**src/rtl/evt_glb_pkg.sv**
```systemverilog
package evt_glb_pkg;
    typedef enum logic [2:0] {
        SEL_NONE,
        SEL_CAP,
        SEL_CFG,
        SEL_STS,
        SEL_CNT,
        SEL_CHAN
    } sel_e;

    localparam int unsigned OFF_CAP    = 32'h000;
    localparam int unsigned OFF_CFG    = 32'h010;
    localparam int unsigned OFF_STS    = 32'h020;
    localparam int unsigned OFF_CNT    = 32'h0F0;
    localparam int unsigned CH_BASE    = 32'h100;
    localparam int unsigned CH_STRIDE  = 32'h020;
endpackage

```
**src/rtl/evt_glb_decode.sv**
```systemverilog
module evt_glb_decode
    import evt_glb_pkg::*;
#(
    parameter int AW    = 12,
    parameter int N     = 8,
    parameter int IDX_W = 3
) (
    input  logic [3:0]       bus_size,
    input  logic [AW-1:0]    bus_addr,
    input  logic [63:0]      bus_wdata,
    output logic             acc_ok,
    output logic             hi_half,
    output logic             size4,
    output sel_e             sel,
    output logic [IDX_W-1:0] idx,
    output logic [1:0]       rcode,
    output logic [63:0]      wmask,
    output logic [63:0]      wdata_al
);
    localparam int unsigned CH_SPAN = CH_STRIDE * N;

    logic          size8;
    logic [AW-1:0] base;
    logic [AW-1:0] off;
    logic          in_ch;

    always_comb begin
        size4   = (bus_size == 4'd4);
        size8   = (bus_size == 4'd8);
        acc_ok  = (size4 && bus_addr[1:0] == 2'b00) ||
                  (size8 && bus_addr[2:0] == 3'b000);
        hi_half = size4 && bus_addr[2];
        base    = {bus_addr[AW-1:3], 3'b000};
        off     = base - AW'(CH_BASE);
        idx     = off[5 +: IDX_W];
        rcode   = off[4:3];
        in_ch   = (base >= AW'(CH_BASE)) && (off < AW'(CH_SPAN)) &&
                  (off[4:3] != 2'b11);

        sel = SEL_NONE;
        if (acc_ok) begin
            if (base == AW'(OFF_CAP))      sel = SEL_CAP;
            else if (base == AW'(OFF_CFG)) sel = SEL_CFG;
            else if (base == AW'(OFF_STS)) sel = SEL_STS;
            else if (base == AW'(OFF_CNT)) sel = SEL_CNT;
            else if (in_ch)                sel = SEL_CHAN;
        end

        if (size8) begin
            wmask    = '1;
            wdata_al = bus_wdata;
        end else if (hi_half) begin
            wmask    = {32'hFFFF_FFFF, 32'h0};
            wdata_al = {bus_wdata[31:0], 32'h0};
        end else begin
            wmask    = {32'h0, 32'hFFFF_FFFF};
            wdata_al = {32'h0, bus_wdata[31:0]};
        end
    end
endmodule

```
**src/rtl/evt_glb_counter.sv**
```systemverilog
module evt_glb_counter #(
    parameter int CW = 32
) (
    input  logic          clk,
    input  logic          rst_n,
    input  logic          tick,
    input  logic          cfg_wr,
    input  logic          cfg_en,
    input  logic          cnt_wr,
    input  logic [CW-1:0] cnt_ld,
    output logic          run,
    output logic [CW-1:0] cnt
);
    typedef struct packed {
        logic          run;
        logic [CW-1:0] cnt;
    } cnt_st_t;

    cnt_st_t st_d, st_q;

    always_comb begin
        st_d = st_q;
        if (cfg_wr) st_d.run = cfg_en;
        if (cnt_wr)                   st_d.cnt = cnt_ld;
        else if (st_q.run && tick)    st_d.cnt = st_q.cnt + 1'b1;
    end

    always_ff @(posedge clk) begin
        if (!rst_n) st_q <= '0;
        else        st_q <= st_d;
    end

    assign run = st_q.run;
    assign cnt = st_q.cnt;
endmodule

```
**src/rtl/evt_glb_status.sv**
```systemverilog
module evt_glb_status #(
    parameter int N = 8
) (
    input  logic         clk,
    input  logic         rst_n,
    input  logic [N-1:0] evt,
    input  logic [N-1:0] clr,
    output logic [N-1:0] sts
);
    typedef struct packed {
        logic [N-1:0] sts;
    } sts_st_t;

    sts_st_t st_d, st_q;

    always_comb begin
        st_d     = st_q;
        st_d.sts = (st_q.sts & ~clr) | evt;
    end

    always_ff @(posedge clk) begin
        if (!rst_n) st_q <= '0;
        else        st_q <= st_d;
    end

    assign sts = st_q.sts;
endmodule

```
**src/rtl/evt_timer_glb.sv**
```systemverilog
module evt_timer_glb
    import evt_glb_pkg::*;
#(
    parameter int          AW        = 12,
    parameter int          N         = 8,
    parameter int          CW        = 32,
    parameter int          TICK_LOG2 = 24,
    parameter logic [15:0] VENDOR_ID = 16'h1AB5,
    localparam int         IDX_W     = (N > 1) ? $clog2(N) : 1
) (
    input  logic             clk,
    input  logic             rst_n,
    input  logic             tick_en,
    input  logic             bus_valid,
    input  logic             bus_we,
    input  logic [3:0]       bus_size,
    input  logic [AW-1:0]    bus_addr,
    input  logic [63:0]      bus_wdata,
    output logic             bus_rvalid,
    output logic [63:0]      bus_rdata,
    input  logic [N-1:0]     ch_evt,
    output logic             ch_wr,
    output logic             ch_rd,
    output logic [IDX_W-1:0] ch_idx,
    output logic [1:0]       ch_reg,
    output logic [63:0]      ch_wdata,
    output logic [63:0]      ch_wmask,
    input  logic [63:0]      ch_rdata,
    output logic [N-1:0]     irq_lvl,
    output logic [CW-1:0]    cnt_val,
    output logic             cnt_run
);
    localparam logic [63:0] PERIOD_FS = 64'd1000000000000000 >> TICK_LOG2;
    localparam logic [63:0] CAPS = {PERIOD_FS[31:0], VENDOR_ID, 3'b000,
                                    5'(N - 1), 8'h01};

    typedef struct packed {
        logic        valid;
        logic [63:0] data;
    } rsp_t;

    logic        acc_ok, hi_half, size4, wr_go;
    sel_e        sel;
    logic [63:0] wmask, wdata_al, rd_raw;
    logic [N-1:0] clr;
    rsp_t        rsp_d, rsp_q;

    evt_glb_decode #(.AW(AW), .N(N), .IDX_W(IDX_W)) u_dec (
        .bus_size (bus_size),
        .bus_addr (bus_addr),
        .bus_wdata(bus_wdata),
        .acc_ok   (acc_ok),
        .hi_half  (hi_half),
        .size4    (size4),
        .sel      (sel),
        .idx      (ch_idx),
        .rcode    (ch_reg),
        .wmask    (wmask),
        .wdata_al (wdata_al)
    );

    assign wr_go = bus_valid && bus_we;

    evt_glb_counter #(.CW(CW)) u_cnt (
        .clk   (clk),
        .rst_n (rst_n),
        .tick  (tick_en),
        .cfg_wr(wr_go && sel == SEL_CFG && wmask[0]),
        .cfg_en(wdata_al[0]),
        .cnt_wr(wr_go && sel == SEL_CNT && wmask[0]),
        .cnt_ld(wdata_al[CW-1:0]),
        .run   (cnt_run),
        .cnt   (cnt_val)
    );

    assign clr = (wr_go && sel == SEL_STS && wmask[0]) ? wdata_al[N-1:0] : '0;

    evt_glb_status #(.N(N)) u_sts (
        .clk  (clk),
        .rst_n(rst_n),
        .evt  (ch_evt),
        .clr  (clr),
        .sts  (irq_lvl)
    );

    assign ch_wr    = wr_go && sel == SEL_CHAN;
    assign ch_rd    = bus_valid && !bus_we && sel == SEL_CHAN;
    assign ch_wdata = wdata_al;
    assign ch_wmask = wmask;

    always_comb begin
        unique case (sel)
            SEL_CAP:  rd_raw = CAPS;
            SEL_CFG:  rd_raw = {63'h0, cnt_run};
            SEL_STS:  rd_raw = {{(64-N){1'b0}}, irq_lvl};
            SEL_CNT:  rd_raw = {{(64-CW){1'b0}}, cnt_val};
            SEL_CHAN: rd_raw = ch_rdata;
            default:  rd_raw = '0;
        endcase

        rsp_d.valid = bus_valid && !bus_we;
        if (!acc_ok)      rsp_d.data = '0;
        else if (hi_half) rsp_d.data = {32'h0, rd_raw[63:32]};
        else if (size4)   rsp_d.data = {32'h0, rd_raw[31:0]};
        else              rsp_d.data = rd_raw;
    end

    always_ff @(posedge clk) begin
        if (!rst_n) rsp_q <= '0;
        else        rsp_q <= rsp_d;
    end

    assign bus_rvalid = rsp_q.valid;
    assign bus_rdata  = rsp_q.data;
endmodule

```
**config.mk**
```make
export PLATFORM = sky130hd
export DESIGN_NAME = evt_timer_glb
export DESIGN_NICKNAME = d
export VERILOG_FILES = /design/src/rtl/evt_glb_pkg.sv /design/src/rtl/evt_glb_decode.sv /design/src/rtl/evt_glb_counter.sv /design/src/rtl/evt_glb_status.sv /design/src/rtl/evt_timer_glb.sv
export SDC_FILE = /design/constraint.sdc
export NUM_CORES = 1
export LEC_CHECK = 0
export ABC_AREA = 1
export BUFFER_PORTS_ARGS = -buffer_cell sky130_fd_sc_hd__buf_2
export CAP_MARGIN = 20
export CORE_AREA = 4 4 152 154
export CTS_BUF_LIST = sky130_fd_sc_hd__clkbuf_16
export CTS_CLUSTER_SIZE = 14
export DETAILED_ROUTE_END_ITERATION = 8
export DIE_AREA = 0 0 156 158
export SYNTH_ARGS = -nofsm -noshare
export SYNTH_HDL_FRONTEND = slang
export SYNTH_SLANG_ARGS = --single-unit
```
**constraint.sdc**
```tcl
create_clock -name clk -period 3.5 [get_ports clk]
set_input_delay 0.175 -clock clk [delete_from_list [all_inputs] [get_ports clk]]
set_output_delay 0.175 -clock clk [all_outputs]
set_load 0.02 [all_outputs]
```
==> impl_results.md, run 1 <==
* Outcome: complete, no violations
* Final Skew at roughly 0.008 ns
* Switching portion of total power at 28.41%
* Asr flop ratio synth at 0%
* I/O pin total at roughly 400
* Post-synth top flop: dfxtp_1
* H-tree levels at 3
* Synthesized Nets at around 1300
* Vias in the first global route at just over 7000
* Clock Latency Late Sink at 0.36 ns
* TritonCTS Buffers at 9
* Max-cap violation count at 0
* Synth Area in Simple Gates at ~39%
* FF-to-FF Start: u_cnt.run
* Flops & latches, synth at 106
* Multi-input logic area at between 3000 and 4000 sq um
* Top cells by count, synth: nand2_1 (372), inv_1 (117), dfxtp_1 (106), nor2_1 (106), nand3_1 (100)
* Total wire length at 27670 um
* Worst hold path class: in2reg
* Gp weighted congestion at 0.8906
* Hold_buf cts at 0
* Largest cells by area after synthesis: dfxtp_1 (32%), nand2_1 (21%), buf_4 (8.0%), nand3_1 (7.4%), inv_1 (6.5%)
* Slew headroom at between 40% and 50%
* Gates resized, CTS repair at 0
* Worst setup EP type: flip-flop
* Layout cells sized above 1 at 31.29%
* Area fraction of the dominant cell type after synthesis at 31.52%
* Fill count at 2379
* FF/Latch Area at roughly 2100 sq um
* Worst path required time at around 3.8 ns
* Lkg Pwr at 4.833 nW
* First-pass GRT wire length at 41160 um
* Hold violation total from the final report at 0
* Initial Utilization at 31.04%
* Leading area contributor after synthesis: dfxtp_1
* Max Slew Vio Count at 0
* Worst R2R Path Depth at 8
* Die Footprint at around 25000 sq um
* Design area at 8713 sq um
* Die width at 156 um
* Hold Slack at between 0.02 and 0.025 ns
* Mapped Area at 6733 sq um
* Via total after detailed routing at approximately 7800
* WHS Endpoint: bus_rvalid
* Placed cell areas at between 8000 and 9000 sq um
* Setup CP Type: in2reg
* Syn_area_per_cell at 6.132 sq um
* Setup violations, final at 0
* Final non-filler cell total at about 1700
* Post-synth EDFFs at 0
* Worst R2R End: u_cnt.cnt[21]
* Pwr Total at roughly 2.6 mW
* Achievable Freq at 419.4 MHz
* Overall Global Routing Usage at between 20% and 30%
* Worst-path maximum fanout at 32
* Placement Rows at 54
* Worst EP arrival at between 2 and 3 ns
* P per Cell Area at 294.7 nW/um^2
* Setup Slack @ Placement at 0.7517 ns
* Layout overhead on the synthesized area at 29.42%
* Setup repair bufs after CTS at 0
* Instance count of the mapped netlist at between 1000 and 1500
* Clock transition at path regs at 0.08 ns
* Compound-gate portion of the synthesized area at 8.734%
* Vias per cell at 4.654
* Logic pwr share at 13.4%
* Synth warn at 0
* Fin crit period at 2.385 ns
* Largest family of logic cells by synthesized area: simple AND/OR/NAND/NOR gates
* Gr ovfl total at 0
* Crit path from: bus_addr[10]
* Synth Area in Adders at 0.1858%
* CTS tree: done
* Worst Setup Start Kind: primary input
* Antenna Cells at 0
* IO buf count at 397
* CTS Sinks at 106
* Iteration-0 DRC Markers at 486
* Post-Route Setup TNS at 0 ns
* Hold_sp: bus_we
* Final period utilization at 68.13%
* Avg WL per Cell at 16.44 um
* Final WS setup at roughly 1.1 ns
* Initial antenna violation count at 0
* Register area share after synthesis at 31.52%
* R2r setup slk at 1.18 ns
* Dpl cells at 1667
* Synth unique cells at 28
* Largest net degree at the start of global routing at 53
* Cell-internal power at 1.838 mW
* Final core utilization at between 40% and 50%
* Layout Nets at 1556
* # DRC at 0
* TritonRoute pass-1 iters at 5
* DRT antenna net count at 0
* XOR/XNOR Fraction of Synth Area at 2.992%
* DIE HEIGHT at 158 um
* Sw power at 729.3 uW
* CORE AREA at 21690 sq um
* Hold path cells at 2
* Mux cell area share after synthesis at 0%
* RSZ-0062 raised after global routing: no
* Most common cell in the netlist: nand2_1
* Clock Tree Buf Depth at 2
* Flop pwr share at 47.6%
* Worst-Margin Slew at between 0.8 and 0.9 ns
* Detailed Place HPWL at between 20000 and 25000 um
* Max rail drop VDD at between 0.00015 and 0.0002 V
* Clk pwr share at 39.0%
* CTS Root Cell: clkbuf_16
[routing by layer]
layer / vias to the layer above / track usage [%] / routed length [um]
met1: 3542 / 29.54 / 12490
met4: 0 / 5.169 / 340
met2: 311 / 34.55 / 12920
li1: 3955 / - / -
met3: 24 / 2.898 / 1910
met5: - / 0 / 0
[power by group through the flow]
stage | registers [mW] | logic, mW | clock network [mW]
2_1_floorplan | 1.25 | 0.178 | 0
3_3_place_gp | 1.25 | 0.347 | 0
3_5_place_dp | 1.25 | 0.346 | 0
4_1_cts | 1.22 | 0.348 | 1.03
5_1_grt | 1.22 | 0.374 | 1.08
6_report | 1.22 | 0.344 | 1.00
[critical path: stages]
cell     delay [ns]
buf_2          0.11
nor2_1         0.18
nand2_1        0.07
nor2_1         0.13
inv_1          0.08
nand2_1        0.19
nand2_4        0.20
nor2_8         0.38
nand2_4        0.28
inv_2          0.49
nand2_1        0.12
nand2_1        0.09
inv_1          0.04
a21oi_1        0.10
[layout make-up]
type	instances	area share (%)
flip-flops and latches	106	24.35
well taps	280	4.021
inverters	121	5.270
multi-input cells	752	39.17
clock inverters	7	0.7036
clock buffers	9	2.585
repair buffers	408	23.89
[how the worst max path moves through the flow]
| stage | end | depth (start not counted) |
|---|---|---|
| 3_3_place_gp | u_cnt.cnt[6] | 14 |
| 6_report | u_cnt.cnt[6] | 14 |
| 3_5_place_dp | u_cnt.cnt[6] | 14 |
| 2_1_floorplan | ch_wmask[33] | 8 |
| 4_1_cts | u_cnt.cnt[6] | 14 |
| 5_1_grt | u_cnt.cnt[6] | 14 |
[kinds of logic (layout without fill, tap and decap cells)]
logic type / count (synthesis) / count (layout)
simple gates: 629 / 629
buf+inv: 240 / 545
flops: 106 / 106
compound gates: 99 / 99
xor+xnor: 23 / 23
fa+ha+maj: 1 / 1
[state kept, by name, summed over array words and instances (netlist names)]
| name | flops |
|---|---|
| bus_rdata | 64 |
| bus_rvalid | 1 |
| u_cnt.run | 1 |
| u_sts.sts | 8 |
| u_cnt.cnt | 32 |
[placed cells by master (no fill, tap or decap)]
cell / synthesis / final
nor2_4: 1 / 2
ha_1: 1 / 1
nor2_2: 2 / 1
xor2_1: 17 / 17
clkinv_2: 0 / 1
inv_1: 117 / 116
nor3_1: 35 / 35
clkinvlp_4: 0 / 1
buf_2: 17 / 397
inv_8: 0 / 2
nand2_2: 2 / 3
o21ai_0: 14 / 13
nand4_1: 6 / 6
or2_0: 1 / 1
xnor2_1: 6 / 6
nor2_1: 106 / 106
o21bai_1: 1 / 1
a22o_1: 24 / 24
nor2_8: 1 / 1
buf_12: 0 / 1
inv_6: 0 / 1
dfxtp_1: 106 / 106
a21oi_1: 50 / 50
inv_4: 2 / 2
buf_4: 72 / 10
nand2_1: 372 / 371
o21ai_1: 10 / 11
inv_2: 2 / 3
nand3_1: 100 / 100
clkinv_4: 0 / 2
clkbuf_16: 0 / 9
nand2_4: 3 / 3
Note: power is estimated with default switching activity, not from simulation.
==> inputs of run 2 (changes only) <==
- clock period: 3.5 -> 2.4 ns (I/O delays scaled with it)
==> impl_results.md, run 2 (synthesis gave the netlist of run 1 again) <==
* Dpl cells at 1681 (+0.84%)
* Final non-filler cell total at 1720 (+2.2%)
* Worst hold path class: in2reg
* Worst path required time at 2.71 ns (-1.07 ns)
* Die width at 156 um (unchanged)
* Gates resized, CTS repair at 0 (unchanged)
* H-tree levels at 3 (unchanged)
* Hold Slack at 0.01771 ns (-0.006692 ns)
* Layout overhead on the synthesized area at 35.14%
* Max Slew Vio Count at 0 (unchanged)
* Via total after detailed routing at 7932 (+1.3%)
* Antenna Cells at 0 (unchanged)
* Placement Rows at 54 (unchanged)
* First-pass GRT wire length at 41700 um (+1.3%)
* Outcome: complete, no violations
* Setup repair bufs after CTS at 0 (unchanged)
* Layout Nets at 1593 (+2.4%)
* Clock Tree Buf Depth at 2 (unchanged)
* Final period utilization at slightly below 90%
* Commonest non-fill, non-tap cell in the layout: buf_2
* Lkg Pwr at 5.021 nW (+3.9%)
* RSZ-0062 raised after global routing: no
* Overall Global Routing Usage at 21.41% (+0.27 points)
* Initial Utilization at 31.04% (unchanged)
* Die Footprint at 24650 sq um (unchanged)
* TritonCTS Buffers at 9 (unchanged)
* Worst-Margin Slew at 0.5937 ns (-0.2596 ns)
* Clock Latency Late Sink at 0.36 ns (about the same)
* CTS Root Cell: clkbuf_16
* P per Cell Area at 425.8 nW/um^2 (+45%)
* Worst Setup Start Kind: flip-flop
* Largest register FFs at 64 (unchanged)
* Setup violations, final at 0 (unchanged)
* Gp weighted congestion at 0.9439 (+6.0%)
* Avg WL per Cell at 16.24 um (-1.2%)
* Largest net degree at the start of global routing at 73 (+38%)
* CORE AREA at 21690 sq um (unchanged)
* Initial antenna violation count at 0 (unchanged)
* Max rail drop VDD at 0.0002737 V (+37%)
* I/O pin total at 398 (unchanged)
* Post-Route Setup TNS at 0 ns (unchanged)
* Max-cap violation count at 0 (unchanged)
* # DRC at 0 (unchanged)
* Clock transition at path regs at 0.08 ns (about the same)
* DIE HEIGHT at 158 um (unchanged)
* TritonRoute pass-1 iters at 5 (unchanged)
* Worst-path maximum fanout at 6 (-81%)
* CTS tree: done
* Gr ovfl total at 0 (unchanged)
* Final Skew at 0.009656 ns (+0.001693 ns)
* Fin crit period at 2.146 ns
* Detailed Place HPWL at 22520 um (+0.85%)
* Worst setup EP type: flip-flop
* Multi-input logic area at 3417 sq um (+0.11%)
* Iteration-0 DRC Markers at 511 (+5.1%)
* Hold_buf cts at 22 (+22)
* Slew headroom at 60.32% (+17 points)
* Achievable Freq at between 400 and 500 MHz
* Fill count at 2401 (+0.92%)
* DRT antenna net count at 0 (unchanged)
* FF/Latch Area at 2122 sq um (unchanged)
* CTS Sinks at 106 (unchanged)
* Vias in the first global route at 7216 (-0.28%)
* Vias per cell at 4.612 (-0.90%)
* Hold violation total from the final report at 0 (unchanged)
* IO buf count at 397 (unchanged)
* Total wire length at 27930 um (+0.95%)
* Most frequent cells in the layout: buf_2 (397), nand2_1 (371), inv_1 (117)
* Layout cells sized above 1 at 31.53% (+0.24 points)
* Worst EP arrival at 2.46 ns (-0.21 ns)
* Setup CP Type: reg2reg
run 2: cell count changes in the layout (fill, tap and decap cells not counted), sizes merged:
cell / before / now
clkinv: 3 / 1
bufinv: 0 / 1
dlygate4sd3: 0 / 22
clkinvlp: 1 / 2
buf: 408 / 423
run 2: worst max-delay path, stage by stage, from the launching register on:
cell,delay (ns)
dfxtp_1,0.51
ha_1,0.28
nand3_1,0.22
nor3_1,0.50
nand3_1,0.13
a21oi_1,0.19
nand2_1,0.07
nand3_1,0.09
nand2_1,0.05
inv_1,0.05
run 2: per-layer routing:
metal / track usage (%) / wire [um] / vias up
met2: 35.00 / 13180 / 286
met5: 0 / 0 / -
met3: 2.952 / 1813 / 24
met1: 29.85 / 12550 / 3586
li1: - / - / 4036
met4: 5.336 / 382 / 0
run 2: per-stage QoR:
| step | power, mW | utilization [%] | worst slack (ns) | cell area (sq um) |
|---|---|---|---|---|
| 6_report | 3.874 | 41.95 | 0.2542 | 9099 |
| 5_1_grt | 4.019 | 41.95 | 0.03327 | 9099 |
| 4_1_cts | 3.907 | 41.88 | 0.1972 | 9084 |
| 3_5_place_dp | 2.326 | 39.47 | 0.2145 | 8561 |
| 3_3_place_gp | 2.326 | 39.47 | 0.2549 | 8561 |
| 2_1_floorplan | 2.087 | - | 0.5002 | 6738 |
run 2: layout make-up:
| class | instances | share of cell area, % |
|---|---|---|
| flip-flops and latches | 106 | 23.32 |
| inverters | 121 | 5.047 |
| repair buffers | 445 | 26.90 |
| well taps | 280 | 3.850 |
| clock inverters | 7 | 0.8526 |
| multi-input cells | 752 | 37.56 |
| clock buffers | 9 | 2.475 |
run 2: path summary, 6_finish.rpt:
check | startpoint | end | slack [ns] | depth (start not counted)
setup / recovery | u_cnt.cnt[0] | u_cnt.cnt[30] | 0.25 | 9
hold / removal | ch_rdata[62] | bus_rdata[62] | 0.02 | 3
setup reg to reg | u_cnt.cnt[0] | u_cnt.cnt[30] | 0.25 | 9
hold reg to reg | u_sts.sts[5] | u_sts.sts[5] | 0.52 | 2
run 2: power breakdown:
group | total, mW | switching (mW) | internal [mW] | leakage (nW)
Sequential | 1.78 | 0.0136 | 1.77 | 0.856
Clock | 1.56 | 0.742 | 0.820 | 0.145
Combinational | 0.532 | 0.318 | 0.214 | 4.02
